`config.mk`:
```
export PLATFORM = sky130hd
export DESIGN_NAME = lvl_irq_ctrl
export DESIGN_NICKNAME = d
export VERILOG_FILES = /design/src/rtl/lvl_irq_pkg.sv /design/src/rtl/lvl_irq_srst.sv /design/src/rtl/lvl_irq_maskbank.sv /design/src/rtl/lvl_irq_arbiter.sv /design/src/rtl/lvl_irq_ctrl.sv
export SDC_FILE = /design/constraint.sdc
export NUM_CORES = 1
export LEC_CHECK = 0
export BUFFER_PORTS_ARGS = -buffer_cell sky130_fd_sc_hd__clkbuf_2
export CAP_MARGIN = 30
export CORE_MARGIN = 2
export CORE_UTILIZATION = 29
export CTS_CLUSTER_DIAMETER = 150
export DETAILED_ROUTE_END_ITERATION = 8
export PLACE_DENSITY_LB_ADDON = 0.3
export SYNTH_ARGS = -nofsm -noshare
export SYNTH_HDL_FRONTEND = slang
export SYNTH_SLANG_ARGS = --single-unit
```
`constraint.sdc`:
```
create_clock -name clk_i -period 2.1 [get_ports clk_i]
set_clock_uncertainty 0.05 [all_clocks]
set_input_delay 0.105 -clock clk_i [delete_from_list [all_inputs] [get_ports clk_i]]
set_output_delay 0.105 -clock clk_i [all_outputs]
set_load 0.01 [all_outputs]
```
`src/rtl/lvl_irq_pkg.sv`:
```
package lvl_irq_pkg;
  // Register byte offsets. Mask and pending offsets are for bank 0.
  localparam int unsigned OFS_VER    = 'h00;
  localparam int unsigned OFS_CFG    = 'h10;
  localparam int unsigned OFS_STAT   = 'h14;
  localparam int unsigned OFS_ACTIVE = 'h40;
  localparam int unsigned OFS_CTRL   = 'h48;
  localparam int unsigned OFS_UNMSK0 = 'h88;
  localparam int unsigned OFS_MSK0   = 'h8C;
  localparam int unsigned OFS_PEND0  = 'h98;
  localparam int unsigned BANK_STEP  = 'h20;
  localparam int unsigned BANK_W     = 32;
  localparam int unsigned DATA_W     = 32;

  // Bit positions within the configuration and control registers.
  localparam int unsigned CFG_IDLE_BIT = 0;
  localparam int unsigned CFG_SRST_BIT = 1;
  localparam int unsigned CTRL_ACK_BIT = 0;
endpackage

```
`src/rtl/lvl_irq_srst.sv`:
```
module lvl_irq_srst #(
  parameter int unsigned HOLD_CYC = 4
) (
  input  logic clk_i,
  input  logic rst_ni,
  input  logic start_i,
  output logic hold_o,
  output logic done_o
);
  localparam int unsigned CNT_W = $clog2(HOLD_CYC + 1);

  logic [CNT_W-1:0] cnt_q, cnt_d;

  always_comb begin
    cnt_d = cnt_q;
    if (start_i)              cnt_d = CNT_W'(HOLD_CYC);
    else if (cnt_q != '0)     cnt_d = cnt_q - 1'b1;
  end

  always_ff @(posedge clk_i or negedge rst_ni) begin
    if (!rst_ni) cnt_q <= '0;
    else         cnt_q <= cnt_d;
  end

  assign hold_o = start_i || (cnt_q != '0);
  assign done_o = (cnt_q == '0);

  // completion reads 0 right after a start
  a_r8_busy_after_start: assert property (@(posedge clk_i) disable iff (!rst_ni)
    start_i |=> !done_o);
  // completion returns once the last hold cycle has passed
  a_r8_done_after_count: assert property (@(posedge clk_i) disable iff (!rst_ni)
    (cnt_q == CNT_W'(1) && !start_i) |=> done_o);
endmodule

```
`src/rtl/lvl_irq_maskbank.sv`:
```
module lvl_irq_maskbank #(
  parameter int unsigned WIDTH = 32
) (
  input  logic             clk_i,
  input  logic             rst_ni,
  input  logic             hold_i,
  input  logic             set_we_i,
  input  logic             clr_we_i,
  input  logic [WIDTH-1:0] wdata_i,
  output logic [WIDTH-1:0] mask_o
);
  logic [WIDTH-1:0] mask_q, mask_d;

  always_comb begin
    mask_d = mask_q;
    if (hold_i)        mask_d = '1;
    else if (set_we_i) mask_d = mask_q | wdata_i;
    else if (clr_we_i) mask_d = mask_q & ~wdata_i;
  end

  always_ff @(posedge clk_i or negedge rst_ni) begin
    if (!rst_ni) mask_q <= '1;
    else         mask_q <= mask_d;
  end

  assign mask_o = mask_q;

  // every bit written as 1 to the set register ends up masked
  a_r3_set_masks: assert property (@(posedge clk_i) disable iff (!rst_ni)
    (set_we_i && !hold_i) |=> ((mask_o & $past(wdata_i)) == $past(wdata_i)));
  // written-1 bits unmasked, written-0 bits unchanged
  a_r2_clr_unmasks: assert property (@(posedge clk_i) disable iff (!rst_ni)
    (clr_we_i && !set_we_i && !hold_i) |=>
      (((mask_o & $past(wdata_i)) == '0) &&
       ((mask_o & ~$past(wdata_i)) == ($past(mask_o) & ~$past(wdata_i)))));
endmodule

```
`src/rtl/lvl_irq_arbiter.sv`:
```
module lvl_irq_arbiter #(
  parameter int unsigned NUM_SRC = 96,
  localparam int unsigned ID_W   = $clog2(NUM_SRC)
) (
  input  logic               clk_i,
  input  logic               rst_ni,
  input  logic               clr_i,
  input  logic               ack_i,
  input  logic [NUM_SRC-1:0] req_i,
  output logic               busy_o,
  output logic [ID_W-1:0]    active_o
);
  logic            busy_q, busy_d;
  logic [ID_W-1:0] act_q, act_d;
  logic [ID_W-1:0] pick;
  logic            found;

  // Lowest index wins: scan downward so the last hit is the smallest.
  always_comb begin
    pick  = '0;
    found = 1'b0;
    for (int i = NUM_SRC - 1; i >= 0; i--) begin
      if (req_i[i]) begin
        pick  = ID_W'(i);
        found = 1'b1;
      end
    end
  end

  always_comb begin
    busy_d = busy_q;
    act_d  = act_q;
    if (clr_i) begin
      busy_d = 1'b0;
      act_d  = '0;
    end else if (busy_q) begin
      if (ack_i) busy_d = 1'b0;
    end else if (found && !ack_i) begin
      busy_d = 1'b1;
      act_d  = pick;
    end
  end

  always_ff @(posedge clk_i or negedge rst_ni) begin
    if (!rst_ni) begin
      busy_q <= 1'b0;
      act_q  <= '0;
    end else begin
      busy_q <= busy_d;
      act_q  <= act_d;
    end
  end

  assign busy_o   = busy_q;
  assign active_o = act_q;

  // an idle controller with a request latches on the next edge
  a_r5_latch_request: assert property (@(posedge clk_i) disable iff (!rst_ni)
    (!busy_o && !clr_i && !ack_i && (|req_i)) |=> busy_o);
  // outstanding interrupt holds its number without acknowledge
  a_r6_hold_until_ack: assert property (@(posedge clk_i) disable iff (!rst_ni)
    (busy_o && !ack_i && !clr_i) |=> (busy_o && $stable(active_o)));
  // acknowledge drops the request line
  a_r7_ack_releases: assert property (@(posedge clk_i) disable iff (!rst_ni)
    (busy_o && ack_i) |=> !busy_o);
  // soft reset clears the selection
  a_r8_clear_selection: assert property (@(posedge clk_i) disable iff (!rst_ni)
    clr_i |=> (!busy_o && active_o == '0));
endmodule

```
`src/rtl/lvl_irq_ctrl.sv`:
```
module lvl_irq_ctrl
  import lvl_irq_pkg::*;
#(
  parameter int unsigned NUM_BANKS = 3,
  parameter int unsigned ADDR_W    = 8,
  parameter logic [3:0]  VER_MAJOR = 4'd2,
  parameter logic [3:0]  VER_MINOR = 4'd1,
  parameter int unsigned SRST_CYC  = 4,
  localparam int unsigned NUM_SRC  = NUM_BANKS * BANK_W,
  localparam int unsigned ID_W     = $clog2(NUM_SRC)
) (
  input  logic               clk_i,
  input  logic               rst_ni,
  input  logic [NUM_SRC-1:0] src_i,
  input  logic               bus_we_i,
  input  logic [ADDR_W-1:0]  bus_addr_i,
  input  logic [DATA_W-1:0]  bus_wdata_i,
  output logic [DATA_W-1:0]  bus_rdata_o,
  output logic               irq_o
);
  logic               hold, done, busy;
  logic               srst_start, ack, cfg_we;
  logic [ID_W-1:0]    active;
  logic [NUM_SRC-1:0] mask;
  logic               idle_q, idle_d;

  assign cfg_we     = bus_we_i && (bus_addr_i == ADDR_W'(OFS_CFG));
  assign srst_start = cfg_we && bus_wdata_i[CFG_SRST_BIT];
  assign ack        = bus_we_i && (bus_addr_i == ADDR_W'(OFS_CTRL)) &&
                      bus_wdata_i[CTRL_ACK_BIT];

  lvl_irq_srst #(.HOLD_CYC(SRST_CYC)) u_srst (
    .clk_i   (clk_i),
    .rst_ni  (rst_ni),
    .start_i (srst_start),
    .hold_o  (hold),
    .done_o  (done)
  );

  for (genvar b = 0; b < NUM_BANKS; b++) begin : g_bank
    logic set_we, clr_we;
    assign set_we = bus_we_i && (bus_addr_i == ADDR_W'(OFS_MSK0 + BANK_STEP * b));
    assign clr_we = bus_we_i && (bus_addr_i == ADDR_W'(OFS_UNMSK0 + BANK_STEP * b));
    lvl_irq_maskbank #(.WIDTH(BANK_W)) u_mask (
      .clk_i    (clk_i),
      .rst_ni   (rst_ni),
      .hold_i   (hold),
      .set_we_i (set_we),
      .clr_we_i (clr_we),
      .wdata_i  (bus_wdata_i),
      .mask_o   (mask[b*BANK_W +: BANK_W])
    );
  end

  lvl_irq_arbiter #(.NUM_SRC(NUM_SRC)) u_arb (
    .clk_i    (clk_i),
    .rst_ni   (rst_ni),
    .clr_i    (hold),
    .ack_i    (ack),
    .req_i    (src_i & ~mask),
    .busy_o   (busy),
    .active_o (active)
  );

  // Autoidle enable
  always_comb begin
    idle_d = idle_q;
    if (hold)        idle_d = 1'b0;
    else if (cfg_we) idle_d = bus_wdata_i[CFG_IDLE_BIT];
  end

  always_ff @(posedge clk_i or negedge rst_ni) begin
    if (!rst_ni) idle_q <= 1'b0;
    else         idle_q <= idle_d;
  end

  // Read mux
  always_comb begin
    bus_rdata_o = '0;
    if (bus_addr_i == ADDR_W'(OFS_VER))    bus_rdata_o[7:0] = {VER_MAJOR, VER_MINOR};
    if (bus_addr_i == ADDR_W'(OFS_CFG))    bus_rdata_o[CFG_IDLE_BIT] = idle_q;
    if (bus_addr_i == ADDR_W'(OFS_STAT))   bus_rdata_o[0] = done;
    if (bus_addr_i == ADDR_W'(OFS_ACTIVE)) bus_rdata_o[ID_W-1:0] = active;
    for (int b = 0; b < NUM_BANKS; b++) begin
      if (bus_addr_i == ADDR_W'(OFS_PEND0 + BANK_STEP * b))
        bus_rdata_o = src_i[b*BANK_W +: BANK_W];
    end
  end

  assign irq_o = busy;

  // a fully masked bank set never starts an interrupt
  a_r3_masked_silent: assert property (@(posedge clk_i) disable iff (!rst_ni)
    (!irq_o && ((src_i & ~mask) == '0)) |=> !irq_o);
  // autoidle captures the written bit
  a_r9_idle_capture: assert property (@(posedge clk_i) disable iff (!rst_ni)
    (cfg_we && !srst_start && !hold) |=> (idle_q == $past(bus_wdata_i[CFG_IDLE_BIT])));
endmodule

```
==> flow_summary.toml <==
[outcome]
status = "finished, violations left"
violations = "negative setup slack"

[sta]
worst_slack_ps = -208
relSlewSlack_pct = 52.8
setup_viol = 8
min_period_ps = 2310
slew_violations = 0
fmax_mhz = 433
hold_slack_ps = 14.7
finalHoldViolations = 0
min_period_over_period_pct = 110
grt_setup_unrepaired = "true"
tightestPinTransition_ps = 706

[global_routing]
grt_pass1_wl_um = 47400
grt_antenna_before_repair = 0
groute.usage.overall_pct = 21.6
grt_max_degree = 109
first_global_vias = 8494
grt.overflow.total = 0

[floorplan]
dieHeight_um = 168
num_rows = 60
ioPinCount = 172
die_width_um = 168
initial_utilization_pct = 29.3
die_area_um2 = 28200
coreArea_um2 = 26700

[power]
irDropWorstVdd_mv = 0.278
power_mw = 5.20
leakagePower_nw = 5.34
power_density_nw_per_um2 = 474

[setup_path]
r2r_end = "u_arb.active_o[2]$_DFFE_PN0P_"
worstSetupPathDepth = 8
timing.critical_path.from = "g_bank[0].u_mask.mask_o[3]$_DFFE_PN1P_"
crit_slowest_cell = "or4_4"
cpPeakStageDelay_ps = 570
crit_fanout = 6
cp.buffers_inverters = 0
crit_path_start_kind = "register"
required_ps = 2300
r2r_setup_slack_ps = -210
ff2ff_path_depth = 8
rr_startpoint = "g_bank[0].u_mask.mask_o[3]$_DFFE_PN1P_"
crit_arrival_ps = 2510
crit_chain = "nand2b_4, nand4_1, or4_4, nand4b_4, nor2_4, or3_4, nor3_2, a32o_1"
endpoint = "u_arb.active_o[2]$_DFFE_PN0P_"
critPathKind = "register to register"
critPathCaptureType = "register"
critPathTopFamily = "simple AND/OR/NAND/NOR gates"

[cells_and_area]
layout_commonest_cell = "nand2_1"
finalNetCount = 1520
fillers = 2766
syn2layout_area_growth_pct = 40.6
n_antenna_cell = 0
layout_common_cells = "244 x nand2_1, 205 x nand3_1, 168 x clkbuf_2"
drive_gt1_share_pct = 36.1

[clock_network]
numCtsBuffers = 9
clock_path_buffers = 2
cts.sink_count = 108
cts_tree = "done"
htree_levels = 3
cts-root-buf = "clkbuf_16"
clkSlewWorstSetupHoldPaths_ps = 80
clock_latency_ps = 360

[yosys]
synthArstFlopShare_pct = 100
synth_top_area_share_pct = 32.3
seq_area_frac_synth_pct = 36.2
syn_nets = 1209
synth.area.top_cells = "dfstp_2 32%, nand3_1 13%, nand2_1 12%"
netlist_area_um2 = 7800
syn-instance-count = 1068
synth_edf_count = 0
synth_flop_cell = "dfstp_2"
synthDistinctLibCells = 57
yosysWarningCount = 0
post-synth-top-area-cell = "dfstp_2"
synth_seq_cells = 108
syn_area_per_cell_um2 = 7.30

[route]
ant_nets = 0
wl_met2_um = 14700
top_layer_used = "met4"
via_count = 8818
wl_per_cell_um = 17.7
wl_met3_um = 1090
route.detailed.drc = 0
routed_wl_um = 30500
vias_per_cell = 5.11
wl_met1_um = 14400
drtIter0Drc = 600
drt-pass1-iter-count = 7

[placed_design]
hpwl_um = 23200
io_buffers = 171
place_congestion = 0.942

[worst_hold_path]
worstHoldPathType = "input port to register"

[job]
maxCapViolCount = 0
[area by class of cell]
type | instances | area, µm² | area share [%]
timing repair buffer | 357 | 2390 | 21.8
tap | 341 | 427 | 3.89
multi-input combinational | 894 | 4990 | 45.5
sequential | 108 | 2820 | 25.7
inverter | 9 | 33.8 | 0.308
clock buffer | 12 | 256 | 2.34
clock inverter | 4 | 47.5 | 0.433
[logic make-up (layout without fill, tap and decap cells)]
| group | after synthesis | after routing | share of synthesized area, % |
|---|---|---|---|
| simple gates | 734 | 734 | 45.6 |
| xor+xnor | 1 | 1 | 0.112 |
| flops | 108 | 108 | 36.2 |
| fa+ha+maj | 2 | 2 | 0.321 |
| mux | 35 | 35 | 4.59 |
| compound gates | 122 | 122 | 9.83 |
| buf+inv | 66 | 382 | 3.37 |
[power by group]
group / leakage (nW) / switching (mW) / total, mW / internal [mW]
Clock: 0.149 / 0.828 / 1.82 / 0.989
Sequential: 1.17 / 0.0281 / 2.15 / 2.13
Combinational: 4.02 / 0.754 / 1.22 / 0.470
[cells in the mapped netlist, drive strengths merged, types with 2 or more instances]
cell and number:
a2111oi 4, a211oi 6, a21boi 2, a21o 2, a21oi 46, a221oi 6, a22oi 2, a311oi 2
a31oi 8, and2 5, and3 3, buf 11, clkbuf 46, dfrtp 12, dfstp 96, ha 2
inv 9, mux2 6, mux2i 29, nand2 244, nand2b 89, nand3 205, nand4 25, nand4b 4
nor2 95, nor2b 34, nor3 10, nor4 9, nor4b 2, o2111ai 4, o211ai 7, o21a 2
o21ai 21, o31ai 6, or2 2, or3 2, or4 2
[sequential cells by signal, summed over array words and instances, names as in the netlist]
register / cells
u_srst.cnt_q: 3
idle_q: 1
u_arb.active_o: 7
g_bank.u_mask.mask_o: 96
u_arb.busy_o: 1
[worst reg2reg max path, delay by kind of cell (launching register included)]
kind	cells	cell delay, ps
flops	1	540
simple gates	7	1420
compound gates	1	210
[stage by stage]
stage | instance area, µm² | util [%] | setup WS (ps) | TNS, ps | cells
finish | 11000 | 41.2 | -208 | -1130 | 1725
global route | 11000 | 41.2 | -267 | -1690 | 1725
CTS | 10900 | 40.8 | -161 | -909 | 1720
detailed placement | 10100 | 38.0 | -246 | -1330 | 1674
global placement | 10100 | 38.0 | -263 | -1230 | 1674
floorplan | 7840 | - | -133 | -239 | 1068
[per-layer routing]
layer	vias to the layer above	global-route usage (%)
met2	196	36.6
met1	4277	29.2
li1	4325	-
met5	-	0
met4	0	4.61
met3	20	3.06
[worst min path at each step]
stage / start / end / slack (ps) / cells past startpoint
3_3_place_gp: rst_ni / idle_q$_DFFE_PN0P_ / 210 / 2
3_5_place_dp: rst_ni / u_arb.active_o[0]$_DFFE_PN0P_ / 210 / 2
4_1_cts: bus_wdata_i[7] / g_bank[2].u_mask.mask_o[7]$_DFFE_PN1P_ / 4 / 3
2_1_floorplan: rst_ni / idle_q$_DFFE_PN0P_ / -240 / 0
5_1_grt: bus_wdata_i[5] / g_bank[1].u_mask.mask_o[5]$_DFFE_PN1P_ / 30 / 3
6_report: bus_wdata_i[7] / g_bank[1].u_mask.mask_o[7]$_DFFE_PN1P_ / 10 / 3
[what timing repair did]
action                     4_1_cts  5_1_grt
buffers inserted                 3        5
hold buffers                    27        0
gates resized for setup         26       14
setup endpoints to repair        9       48
pin swaps                        9       14
hold endpoints to repair        82        0
(Power assumes the default switching activity.)
